File: src/rtl/sqe_pkg.sv
package sqe_pkg;

    typedef enum logic [1:0] {
        HB_IDLE  = 2'd0,
        HB_FRAME = 2'd1,
        HB_WAIT  = 2'd2,
        HB_PULSE = 2'd3
    } hb_state_t;

endpackage

File: src/rtl/sqe_line_tracker.sv
module sqe_line_tracker #(
    parameter int unsigned DELAY_BITS = 10
) (
    input  logic clk,
    input  logic rst_n,
    input  logic tx_en_n,
    input  logic tx_line,
    output logic rise_seen,
    output logic delay_met
);

    localparam int unsigned SW  = $clog2(DELAY_BITS + 1);
    localparam logic [SW-1:0] SAT = SW'(DELAY_BITS - 1);

    logic          line_q;
    logic          en_q;
    logic          seen_q;
    logic [SW-1:0] since_q;
    logic          rise;
    logic          frame_start;

    assign rise        = tx_line & ~line_q & ~tx_en_n;
    assign frame_start = ~tx_en_n & en_q;

    always_ff @(posedge clk or negedge rst_n) begin
        if (!rst_n) begin
            line_q  <= 1'b0;
            en_q    <= 1'b1;
            seen_q  <= 1'b0;
            since_q <= SAT;
        end else begin
            line_q <= tx_line;
            en_q   <= tx_en_n;
            if (frame_start) begin
                seen_q <= rise;
            end else if (rise) begin
                seen_q <= 1'b1;
            end
            if (rise) begin
                since_q <= '0;
            end else if (since_q != SAT) begin
                since_q <= since_q + 1'b1;
            end
        end
    end

    assign rise_seen = seen_q;
    assign delay_met = (since_q == SAT);

endmodule

File: src/rtl/sqe_pulse_timer.sv
module sqe_pulse_timer #(
    parameter int unsigned WIDTH_BITS = 10
) (
    input  logic clk,
    input  logic rst_n,
    input  logic restart,
    input  logic run,
    output logic done
);

    localparam int unsigned CW = $clog2(WIDTH_BITS + 1);
    localparam logic [CW-1:0] LAST = CW'(WIDTH_BITS - 1);

    logic [CW-1:0] cnt_q;

    always_ff @(posedge clk or negedge rst_n) begin
        if (!rst_n) begin
            cnt_q <= '0;
        end else if (restart) begin
            cnt_q <= '0;
        end else if (run) begin
            cnt_q <= cnt_q + 1'b1;
        end
    end

    assign done = (cnt_q == LAST);

endmodule

File: src/rtl/sqe_heartbeat_gen.sv
module sqe_heartbeat_gen
    import sqe_pkg::*;
#(
    parameter int unsigned DELAY_BITS = 10,
    parameter int unsigned WIDTH_BITS = 10
) (
    input  logic clk,
    input  logic rst_n,
    input  logic tx_en_n,
    input  logic tx_line,
    input  logic aui_sel,
    output logic coll_n
);

    if (DELAY_BITS < 6 || DELAY_BITS > 16) begin : g_bad_delay
        $error("DELAY_BITS must lie in 6..16");
    end
    if (WIDTH_BITS < 5 || WIDTH_BITS > 15) begin : g_bad_width
        $error("WIDTH_BITS must lie in 5..15");
    end

    hb_state_t state_q;
    hb_state_t state_d;
    logic      rise_seen;
    logic      delay_met;
    logic      width_done;
    logic      start_pulse;
    logic      pulsing;

    sqe_line_tracker #(.DELAY_BITS(DELAY_BITS)) u_track (
        .clk       (clk),
        .rst_n     (rst_n),
        .tx_en_n   (tx_en_n),
        .tx_line   (tx_line),
        .rise_seen (rise_seen),
        .delay_met (delay_met)
    );

    assign pulsing     = (state_q == HB_PULSE);
    assign start_pulse = (state_q == HB_WAIT) && (state_d == HB_PULSE);

    sqe_pulse_timer #(.WIDTH_BITS(WIDTH_BITS)) u_timer (
        .clk     (clk),
        .rst_n   (rst_n),
        .restart (start_pulse),
        .run     (pulsing),
        .done    (width_done)
    );

    always_comb begin
        state_d = state_q;
        unique case (state_q)
            HB_IDLE: begin
                if (!tx_en_n) state_d = HB_FRAME;
            end
            HB_FRAME: begin
                if (tx_en_n) begin
                    state_d = (aui_sel || !rise_seen) ? HB_IDLE : HB_WAIT;
                end
            end
            HB_WAIT: begin
                if (!tx_en_n)      state_d = HB_FRAME;
                else if (aui_sel)  state_d = HB_IDLE;
                else if (delay_met) state_d = HB_PULSE;
            end
            HB_PULSE: begin
                if (width_done) state_d = tx_en_n ? HB_IDLE : HB_FRAME;
            end
            default: state_d = HB_IDLE;
        endcase
    end

    always_ff @(posedge clk or negedge rst_n) begin
        if (!rst_n) state_q <= HB_IDLE;
        else        state_q <= state_d;
    end

    always_comb begin
        coll_n = !pulsing;
    end

endmodule

File: config.mk
export PLATFORM = sky130hd
export DESIGN_NAME = sqe_heartbeat_gen
export DESIGN_NICKNAME = d
export VERILOG_FILES = /design/src/rtl/sqe_pkg.sv /design/src/rtl/sqe_line_tracker.sv /design/src/rtl/sqe_pulse_timer.sv /design/src/rtl/sqe_heartbeat_gen.sv
export SDC_FILE = /design/constraint.sdc
export NUM_CORES = 1
export LEC_CHECK = 0
export BUFFER_PORTS_ARGS = -buffer_cell sky130_fd_sc_hd__buf_2
export CORE_AREA = 8 8 45 47
export CTS_BUF_LIST = sky130_fd_sc_hd__clkbuf_16
export CTS_CLUSTER_SIZE = 40
export DETAILED_ROUTE_END_ITERATION = 8
export DIE_AREA = 0 0 53 55
export PLACE_DENSITY = 0.66
export SYNTH_ARGS = -nofsm -noshare
export SYNTH_HDL_FRONTEND = slang
export SYNTH_SLANG_ARGS = --single-unit
File: constraint.sdc
create_clock -name clk -period 3.3 [get_ports clk]
set_input_delay 0.165 -clock clk [delete_from_list [all_inputs] [get_ports clk]]
set_output_delay 0.165 -clock clk [all_outputs]
set_load 0.03 [all_outputs]
==> qor.csv, run 1 <==
metric;value;unit
status;complete, no violations;
drt_iter0_drc;8;
row_count;14;
rrSetupSlack;1770;ps
powerDensity;831.8;mW/mm²
power.switching;190.8;µW
rsz0062_at_grt;no;
cts_buffer_depth;2;
critPathMaxStageDelay;560;ps
stdcell_count;83;
die_w;53;µm
place_hpwl;868.2;µm
finalSetupViolCount;0;
die_h;55;µm
grt_antenna_before_repair;0;
ys_seq_area_share;51.87;%
post_drt_wl_per_cell;14.47;µm
power.internal;448.2;µW
cp.depth;4;
period_share;46.48;%
drive_gt1_share;22.39;%
cp_num_buf_inv;0;
grt_max_degree;14;
path_max_fanout;6;
vias;450;
initial_core_util;45.84;%
place_inst;78;
grt_overflow;0;
synth_area;634.4;µm²
dr.pass1.iters;4;
coreArea;0.001384;mm²
required;3410;ps
seqPwrFrac;42.4;%
peakVddDrop;484.8;µV
ys_ff_latch;13;
clock_latency;240;ps
ctsResizeCount;0;
place.port_buffers;5;
clockPowerShare;35.3;%
clkSinkCount;13;
min_path_type;in2reg;
vias_per_cell;5.422;
wl;1201;µm
worst_pin_slew;642.9;ps
cp_cell_sequence;ha_1, nand3b_4, nor4_2, o21ai_0;
synth_area_per_cell;11.13;µm²
fillers;125;
crit_path_end_kind;flip-flop;
p_leak;0.3623;nW
diodes;0;
drv_slew;0;
final_common_cell;dfrtp_1;
clkSlewWorstSetupHoldPaths;40;ps
syn_nets;66;
synth_warnings;0;
fmax;0.6520;GHz
area_delta_synth_final;21.10;%
max_cap_viol_count;0;
tns;0;ps
cts_inserted_buffers;3;
cts_hold_buf;1;
cts_setup_buffers;0;
min_period;1534;ps
crit_end;u_timer.cnt_q[0];
ant_nets;0;
rr_endpoint;u_timer.cnt_q[0];
ys_types;27;
slowest_stage;dfstp_2;
path_class;reg2reg;
switching_share;29.86;%
netlist_instances;57;
hold_violations;0;
slew_headroom;57.05;%
ctsRootBufferMaster;clkbuf_16;
startpoint_type;flip-flop;
htree_num_levels;1;
finalWeightedCongestion;0.7915;
power_frac_comb;22.3;%
die-area;0.002915;mm²
cp-startpoint;u_track.since_q[0];
mostFrequentLayoutCells;dfrtp_1 (10), nand2_1 (5), nand3_1 (5), buf_2 (5);
fin_skew;1.762;ps
drc_errors;0;
grt_pass1_vias;483;
cts_tree;done;
io_pins;6;
path_delay_family;flip-flops;
grt_first_pass_wirelength;2125;µm
r2r_start;u_track.since_q[0];
nets;77;
reg2reg_depth;4;
grt_usage;10.25;%
arrival;1640;ps
==> layout make-up <==
class / instances / area (µm²) / share of cell area, %
sequential: 13 / 329.1 / 42.83
tap: 16 / 20.02 / 2.606
clock buffer: 3 / 75.07 / 9.772
clock inverter: 1 / 3.754 / 0.4886
multi-input combinational: 41 / 294.0 / 38.27
inverter: 3 / 11.26 / 1.466
timing repair buffer: 6 / 35.03 / 4.560
==> registers in the layout, summed over array words and instances, names as in the netlist <==
name,cells
state_q,2
u_timer.cnt_q,4
u_track.en_q,1
u_track.line_q,1
u_track.rise_seen,1
u_track.since_q,4
==> routing by layer <==
metal / track usage, % / part of all wire [%]
met5: 0 / 0
met4: 6.466 / 2.3
met3: 4.278 / 4.4
met2: 15.63 / 49
met1: 11.71 / 44
==> power by group through the flow <==
| stage | sequential (mW) | clock [mW] | combinational [mW] |
|---|---|---|---|
| CTS | 0.271 | 0.228 | 0.146 |
| detailed placement | 0.272 | 0 | 0.142 |
| global placement | 0.269 | 0 | 0.135 |
| finish | 0.271 | 0.225 | 0.143 |
| global route | 0.278 | 0.237 | 0.161 |
| floorplan | 0.259 | 0 | 0.115 |
==> cell usage after synthesis, drive strengths merged <==
master | number | area (µm²)
mux2i | 1 | 10.01
inv | 3 | 11.26
or2 | 1 | 6.260
nor3b | 1 | 7.510
o22ai | 1 | 6.260
xor2 | 2 | 17.52
nor4 | 1 | 12.51
o21bai | 1 | 7.510
o31ai | 1 | 7.510
or3 | 1 | 6.260
nor2 | 4 | 15.01
nand3b | 2 | 27.53
nand2 | 6 | 25.03
o21ai | 1 | 5.000
a21oi | 1 | 5.000
dfstp | 3 | 78.83
nand2b | 2 | 12.51
a21o | 1 | 7.510
o311ai | 2 | 17.52
nor2b | 1 | 6.260
dfrtp | 10 | 250.2
xnor2 | 1 | 8.760
nand3 | 5 | 25.02
ha | 4 | 50.05
a211oi | 1 | 7.510
==> stage by stage <==
| stage | instance area (µm²) | util [%] | hold slack (ps) | total power [mW] | worst slack [ps] |
|---|---|---|---|---|---|
| 5_1_grt | 768.2 | 55.52 | 38.21 | 0.6763 | 1585 |
| 3_3_place_gp | 679.4 | 49.10 | 62.41 | 0.4045 | 1804 |
| 4_1_cts | 768.2 | 55.52 | 44.67 | 0.6448 | 1728 |
| 3_5_place_dp | 679.4 | 49.10 | 66.09 | 0.4140 | 1752 |
| 6_report | 768.2 | 55.52 | 42.43 | 0.6390 | 1766 |
| 2_1_floorplan | 634.4 | - | -130.6 | 0.3737 | 1905 |
==> cells by family (layout without fill, tap and decap cells) <==
logic type / Yosys count / count (layout) / synth area share (%)
flops: 13 / 13 / 51.87
fa+ha+maj: 4 / 4 / 7.890
buf+inv: 3 / 13 / 1.775
simple gates: 24 / 24 / 22.68
mux: 1 / 1 / 1.578
xor+xnor: 3 / 3 / 4.143
compound gates: 9 / 9 / 10.06
==> worst min-delay path by stage <==
stage	from	cells after the start	to	slack, ps
floorplan	rst_n	0	state_q[0]	-130
global placement	rst_n	1	u_timer.cnt_q[1]	60
detailed placement	rst_n	1	u_timer.cnt_q[1]	70
CTS	tx_line	1	u_track.line_q	40
global route	tx_line	1	u_track.line_q	40
finish	tx_line	1	u_track.line_q	40
(Power assumes the default switching activity.)
==> run 2, diff against run 1 <==
--- a/config.mk
+++ b/config.mk
@@ -11,7 +11,7 @@
 export CTS_CLUSTER_SIZE = 40
 export DETAILED_ROUTE_END_ITERATION = 8
 export DIE_AREA = 0 0 53 55
-export PLACE_DENSITY = 0.66
+export PLACE_DENSITY = 0.69
 export SYNTH_ARGS = -nofsm -noshare
 export SYNTH_HDL_FRONTEND = slang
 export SYNTH_SLANG_ARGS = --single-unit
==> constraint.sdc (replaced) <==
create_clock -name clk -period 1.35 [get_ports clk]
set_input_delay 0.0675 -clock clk [delete_from_list [all_inputs] [get_ports clk]]
set_output_delay 0.0675 -clock clk [all_outputs]
set_load 0.03 [all_outputs]
==> qor.csv, run 2 (same netlist as run 1, synthesis figures left out) <==
metric;value;unit;change
hold_violations;0;;unchanged
status;complete, no violations;;unchanged
grt_first_pass_wirelength;2201;µm;was 2125 µm
period_share;97.13;%;was 46.48%
seqCellArea;329.1;µm²;unchanged
grt_pass1_vias;490;;was 483
htree_num_levels;1;;unchanged
path_max_fanout;4;;was 6
drv_slew;0;;unchanged
reg2reg_depth;4;;unchanged
place.port_buffers;5;;unchanged
finalWeightedCongestion;0.7351;;was 0.7915
die-area;0.002915;mm²;unchanged
dr.pass1.iters;4;;unchanged
critPathMaxStageDelay;550;ps;was 560 ps
startpoint_type;flip-flop;;unchanged
die_h;55;µm;unchanged
ctsRootBufferMaster;clkbuf_16;;unchanged
wl;1311;µm;was 1201 µm
crit_path_end_kind;flip-flop;;unchanged
multiInputGateArea;327.8;µm²;was 294.0 µm²
coreArea;0.001384;mm²;unchanged
required;1460;ps;was 3410 ps
place_inst;82;;was 78
row_count;14;;unchanged
whs_path_depth;2;;was 1
final_common_cell;dfrtp_1;;unchanged
stdcell_count;89;;was 83
post_drt_wl_per_cell;14.73;µm;was 14.47 µm
io_pins;6;;unchanged
grt_antenna_before_repair;0;;unchanged
worst_pin_slew;312.5;ps;was 642.9 ps
area_delta_synth_final;34.32;%;was 21.10%
finalSetupViolCount;0;;unchanged
path_class;reg2reg;;unchanged
arrival;1420;ps;was 1640 ps
drive_gt1_share;30.14;%;was 22.39%
grt_usage;10.71;%;was 10.25%
grt_overflow;0;;unchanged
clkSlewWorstSetupHoldPaths;40;ps;about the same
drc_errors;0;;unchanged
peakVddDrop;1204;µV;was 484.8 µV
drt_iter0_drc;6;;was 8
rsz0062_at_grt;yes;;was no
cts_setup_buffers;0;;unchanged
clkSinkCount;13;;unchanged
powerDensity;1975;mW/mm²;was 831.8 mW/mm²
fillers;108;;was 125
place_hpwl;922.2;µm;was 868.2 µm
fmax;0.7626;GHz;was 0.6520 GHz
max_cap_viol_count;0;;unchanged
min_period;1311;ps;was 1534 ps
reg_top3;u_timer.cnt_q (4), u_track.since_q (4), state_q (2);;unchanged
p_leak;0.3982;nW;was 0.3623 nW
cts_buffer_depth;2;;unchanged
cp_cell_sequence;ha_4, nand3b_4, o311ai_2, nand3_1;;was ha_1, nand3b_4, nor4_2, o21ai_0
clock_latency;240;ps;about the same
fin_skew;1.354;ps;was 1.762 ps
vias;483;;was 450
diodes;0;;unchanged
nets;83;;was 77
initial_core_util;45.84;%;unchanged
mostFrequentLayoutCells;dfrtp_1 (10), nand2_1 (5), nand3_1 (5), buf_2 (5);;unchanged
slowest_stage;dfstp_2;;unchanged
ant_nets;0;;unchanged
vias_per_cell;5.427;;was 5.422
grt_max_degree;14;;unchanged
min_path_type;in2reg;;unchanged
setup_slack;38.74;ps;was 1766 ps
cts_inserted_buffers;3;;unchanged
cts_tree;done;;unchanged
slew_headroom;78.90;%;was 57.05%
die_w;53;µm;unchanged
pre_cts_ws;-9.102;ps;was 1752 ps
-- run 2: changes by cell type in the layout (fill, tap and decap cells not counted) --
| cell | previous run | this run |
|---|---|---|
| a211oi_2 | 0 | 1 |
| dlygate4sd3_1 | 1 | 3 |
| ha_1 | 4 | 3 |
| nor4_2 | 1 | 0 |
| nor4_4 | 0 | 1 |
| ha_4 | 0 | 1 |
| a211oi_1 | 1 | 0 |
| o311ai_0 | 2 | 1 |
| o311ai_2 | 0 | 1 |
| buf_4 | 0 | 4 |
-- run 2: per-layer routing --
| metal | up-vias | GRT usage [%] | part of all wire [%] |
|---|---|---|---|
| li1 | 231 | - | - |
| met1 | 240 | 11.27 | 41 |
| met2 | 8 | 17.77 | 53 |
| met3 | 4 | 3.476 | 3.4 |
| met4 | 0 | 7.759 | 2.7 |
| met5 | - | 0 | 0 |
-- run 2: layout make-up --
cell class	instances	share of cell area [%]
flip-flops and latches	13	38.62
multi-input cells	41	38.47
repair buffers	12	9.985
clock buffers	3	8.811
well taps	16	2.349
inverters	3	1.322
clock inverters	1	0.4405
-- run 2: worst paths after layout --
kind	slack [ps]	start	to
worst max-delay path	40	u_track.since_q[0]	u_timer.cnt_q[3]
worst min-delay path	30	aui_sel	state_q[1]
worst max register to register	40	u_track.since_q[0]	u_timer.cnt_q[3]
worst min register to register	510	u_track.rise_seen	u_track.rise_seen
max in group asynchronous	830	rst_n	u_track.since_q[0]
min in group asynchronous	240	rst_n	u_track.line_q
-- run 2: what timing repair did --
| action | CTS | global route |
|---|---|---|
| hold buffers | 3 | 0 |
| endpoints found under the hold margin | 15 | 0 |
| endpoints found under the setup margin | 2 | 5 |
| gates resized for setup | 0 | 3 |
| pin swaps | 1 | 0 |
-- run 2: metrics by stage --
stage | hold WS (ps) | TNS (ps) | power, mW | instance area, µm² | utilization [%]
finish | 33.30 | 0 | 1.683 | 852.1 | 61.57
CTS | 32.10 | 0 | 1.631 | 829.5 | 59.95
detailed placement | -30.63 | -16.93 | 1.078 | 720.7 | 52.08
global route | 58.63 | -68.19 | 1.805 | 852.1 | 61.57
floorplan | -228.1 | 0 | 0.9254 | 645.6 | -
global placement | -36.31 | 0 | 1.054 | 720.7 | 52.08
-- run 2: report_power, final --
part	switching, mW	internal, mW
Combinational	0.224	0.268
Clock	0.148	0.389
Sequential	0.125	0.530
-- run 2: worst max-delay path: cells and delay by family, from the launching register on --
family | cells | cell delay (ps)
AOI/OAI and AO/OA | 1 | 270
adders and majority gates | 1 | 150
DFF | 1 | 550
and+or+nand+nor | 2 | 200
==> run 3, diff against run 2 <==
==> constraint.sdc (replaced) <==
create_clock -name clk -period 1.35 [get_ports clk]
set_input_delay 0.135 -clock clk [delete_from_list [all_inputs] [get_ports clk]]
set_output_delay 0.135 -clock clk [all_outputs]
set_load 0.03 [all_outputs]
==> qor.csv, run 3 (same netlist as run 1, synthesis figures left out) <==
metric;value;unit;change
min_path_type;in2reg;;unchanged
pre_cts_ws;-9.102;ps;unchanged
diodes;0;;unchanged
row_count;14;;unchanged
grt_max_degree;14;;unchanged
vias_per_cell;5.425;;was 5.427
slowest_stage;dfstp_2;;unchanged
cts_setup_buffers;0;;unchanged
grt_overflow;0;;unchanged
worst_pin_slew;312.5;ps;about the same
slew_headroom;78.90;%;unchanged
reg_top3;u_timer.cnt_q (4), u_track.since_q (4), state_q (2);;unchanged
io_pins;6;;unchanged
crit_path_end_kind;flip-flop;;unchanged
max_cap_viol_count;0;;unchanged
mostFrequentLayoutCells;dfrtp_1 (10), nand2_1 (5), nand3_1 (5), buf_2 (5);;unchanged
grt_usage;10.60;%;was 10.71%
rr_endpoint;u_timer.cnt_q[3];;unchanged
arrival;1420;ps;about the same
fmax;0.7633;GHz;was 0.7626 GHz
clkSinkCount;13;;unchanged
finalWeightedCongestion;0.7351;;unchanged
coreArea;0.001384;mm²;unchanged
die_w;53;µm;unchanged
wl;1321;µm;was 1311 µm
ctsRootBufferMaster;clkbuf_16;;unchanged
critPathMaxStageDelay;550;ps;about the same
reg2reg_depth;4;;unchanged
hold_slack;17.25;ps;was 33.30 ps
ant_nets;0;;unchanged
grt_antenna_before_repair;0;;unchanged
rsz0062_at_grt;yes;;unchanged
initial_core_util;45.84;%;unchanged
powerDensity;2019;mW/mm²;was 1975 mW/mm²
place.port_buffers;5;;unchanged
min_period;1310;ps;was 1311 ps
grt_first_pass_wirelength;2173;µm;was 2201 µm
post_drt_wl_per_cell;15.18;µm;was 14.73 µm
hp-start;tx_line;;was aui_sel
startpoint_type;flip-flop;;unchanged
drv_slew;0;;unchanged
peakVddDrop;1202;µV;was 1204 µV
fin_skew;1.490;ps;was 1.354 ps
final_common_cell;dfrtp_1;;unchanged
cts_inserted_buffers;3;;unchanged
cts_buffer_depth;2;;unchanged
r2r_start;u_track.since_q[0];;unchanged
status;complete, no violations;;unchanged
cp-startpoint;u_track.since_q[0];;unchanged
clkSlewWorstSetupHoldPaths;40;ps;about the same
drt_iter0_drc;6;;unchanged
path_class;reg2reg;;unchanged
p_leak;0.3899;nW;was 0.3982 nW
die_h;55;µm;unchanged
grt_pass1_vias;478;;was 490
setup_slack;39.95;ps;was 38.74 ps
path_max_fanout;4;;unchanged
die-area;0.002915;mm²;unchanged
drive_gt1_share;30.99;%;was 30.14%
required;1460;ps;about the same
period_share;97.04;%;was 97.13%
cp_cell_sequence;ha_4, nand3b_4, o311ai_2, nand3_1;;unchanged
cts_tree;done;;unchanged
htree_num_levels;1;;unchanged
whs_path_depth;1;;was 2
dr.pass1.iters;4;;unchanged
place_hpwl;922.2;µm;unchanged
vias;472;;was 483
finalSetupViolCount;0;;unchanged
drc_errors;0;;unchanged
rrSetupSlack;40;ps;about the same
nets;81;;was 83
clock_latency;240;ps;about the same
area_delta_synth_final;31.16;%;was 34.32%
crit_end;u_timer.cnt_q[3];;unchanged
tns;0;ps;unchanged
hold_violations;0;;unchanged
run 3: cell count changes in the layout (fill, tap and decap cells not counted), sizes merged:
cell         before  now
dlygate4sd3       3    1
run 3: worst min path at each step:
stage	slack (ps)	to
after global placement	30	u_track.line_q
after floorplan	-160	state_q[0]
after detailed placement	40	u_timer.cnt_q[0]
after CTS	20	u_track.line_q
final	20	u_track.line_q
after global routing	20	u_track.line_q
run 3: repair_timing:
item	4_1_cts	5_1_grt
gates resized for setup	0	3
hold buffers	1	0
endpoints found under the hold margin	10	0
endpoints found under the setup margin	2	5
pin swaps	1	0
run 3: layout make-up:
type                            instances  area [µm²]
Tap cell                               16       20.02
Timing Repair Buffer                   10       65.06
Fill cell                             109       551.8
Sequential cell                        13       329.1
Clock inverter                          1       3.754
Clock buffer                            3       75.07
Inverter                                3       11.26
Multi-Input combinational cell         41       327.8
run 3: routing by layer:
layer	vias to the layer above	global-route usage (%)	part of all wire, %
met2	7	17.38	53
met5	-	0	0
met3	4	3.743	3.4
met1	234	11.11	41
li1	227	-	-
met4	0	7.759	2.7
run 3: worst max-delay path: cells and delay by family (launching register included):
kind / cells / cell delay [ps]
flip-flops: 1 / 550
AND/OR/NAND/NOR: 2 / 200
AO/OA/AOI/OAI: 1 / 270
adder cells (fa/ha/maj): 1 / 150
run 3: through the flow:
step	util, %	power, mW	instance area, µm²	cells
CTS	58.50	1.627	809.5	87
floorplan	-	0.9254	645.6	57
global route	60.13	1.800	832.0	87
global placement	52.08	1.054	720.7	82
finish	60.13	1.680	832.0	87
detailed placement	52.08	1.078	720.7	82
run 3: report_power, final:
group / leakage (nW) / switching (mW) / internal [mW]
Sequential: 0.152 / 0.126 / 0.530
Combinational: 0.196 / 0.223 / 0.264
Clock: 0.0423 / 0.148 / 0.389
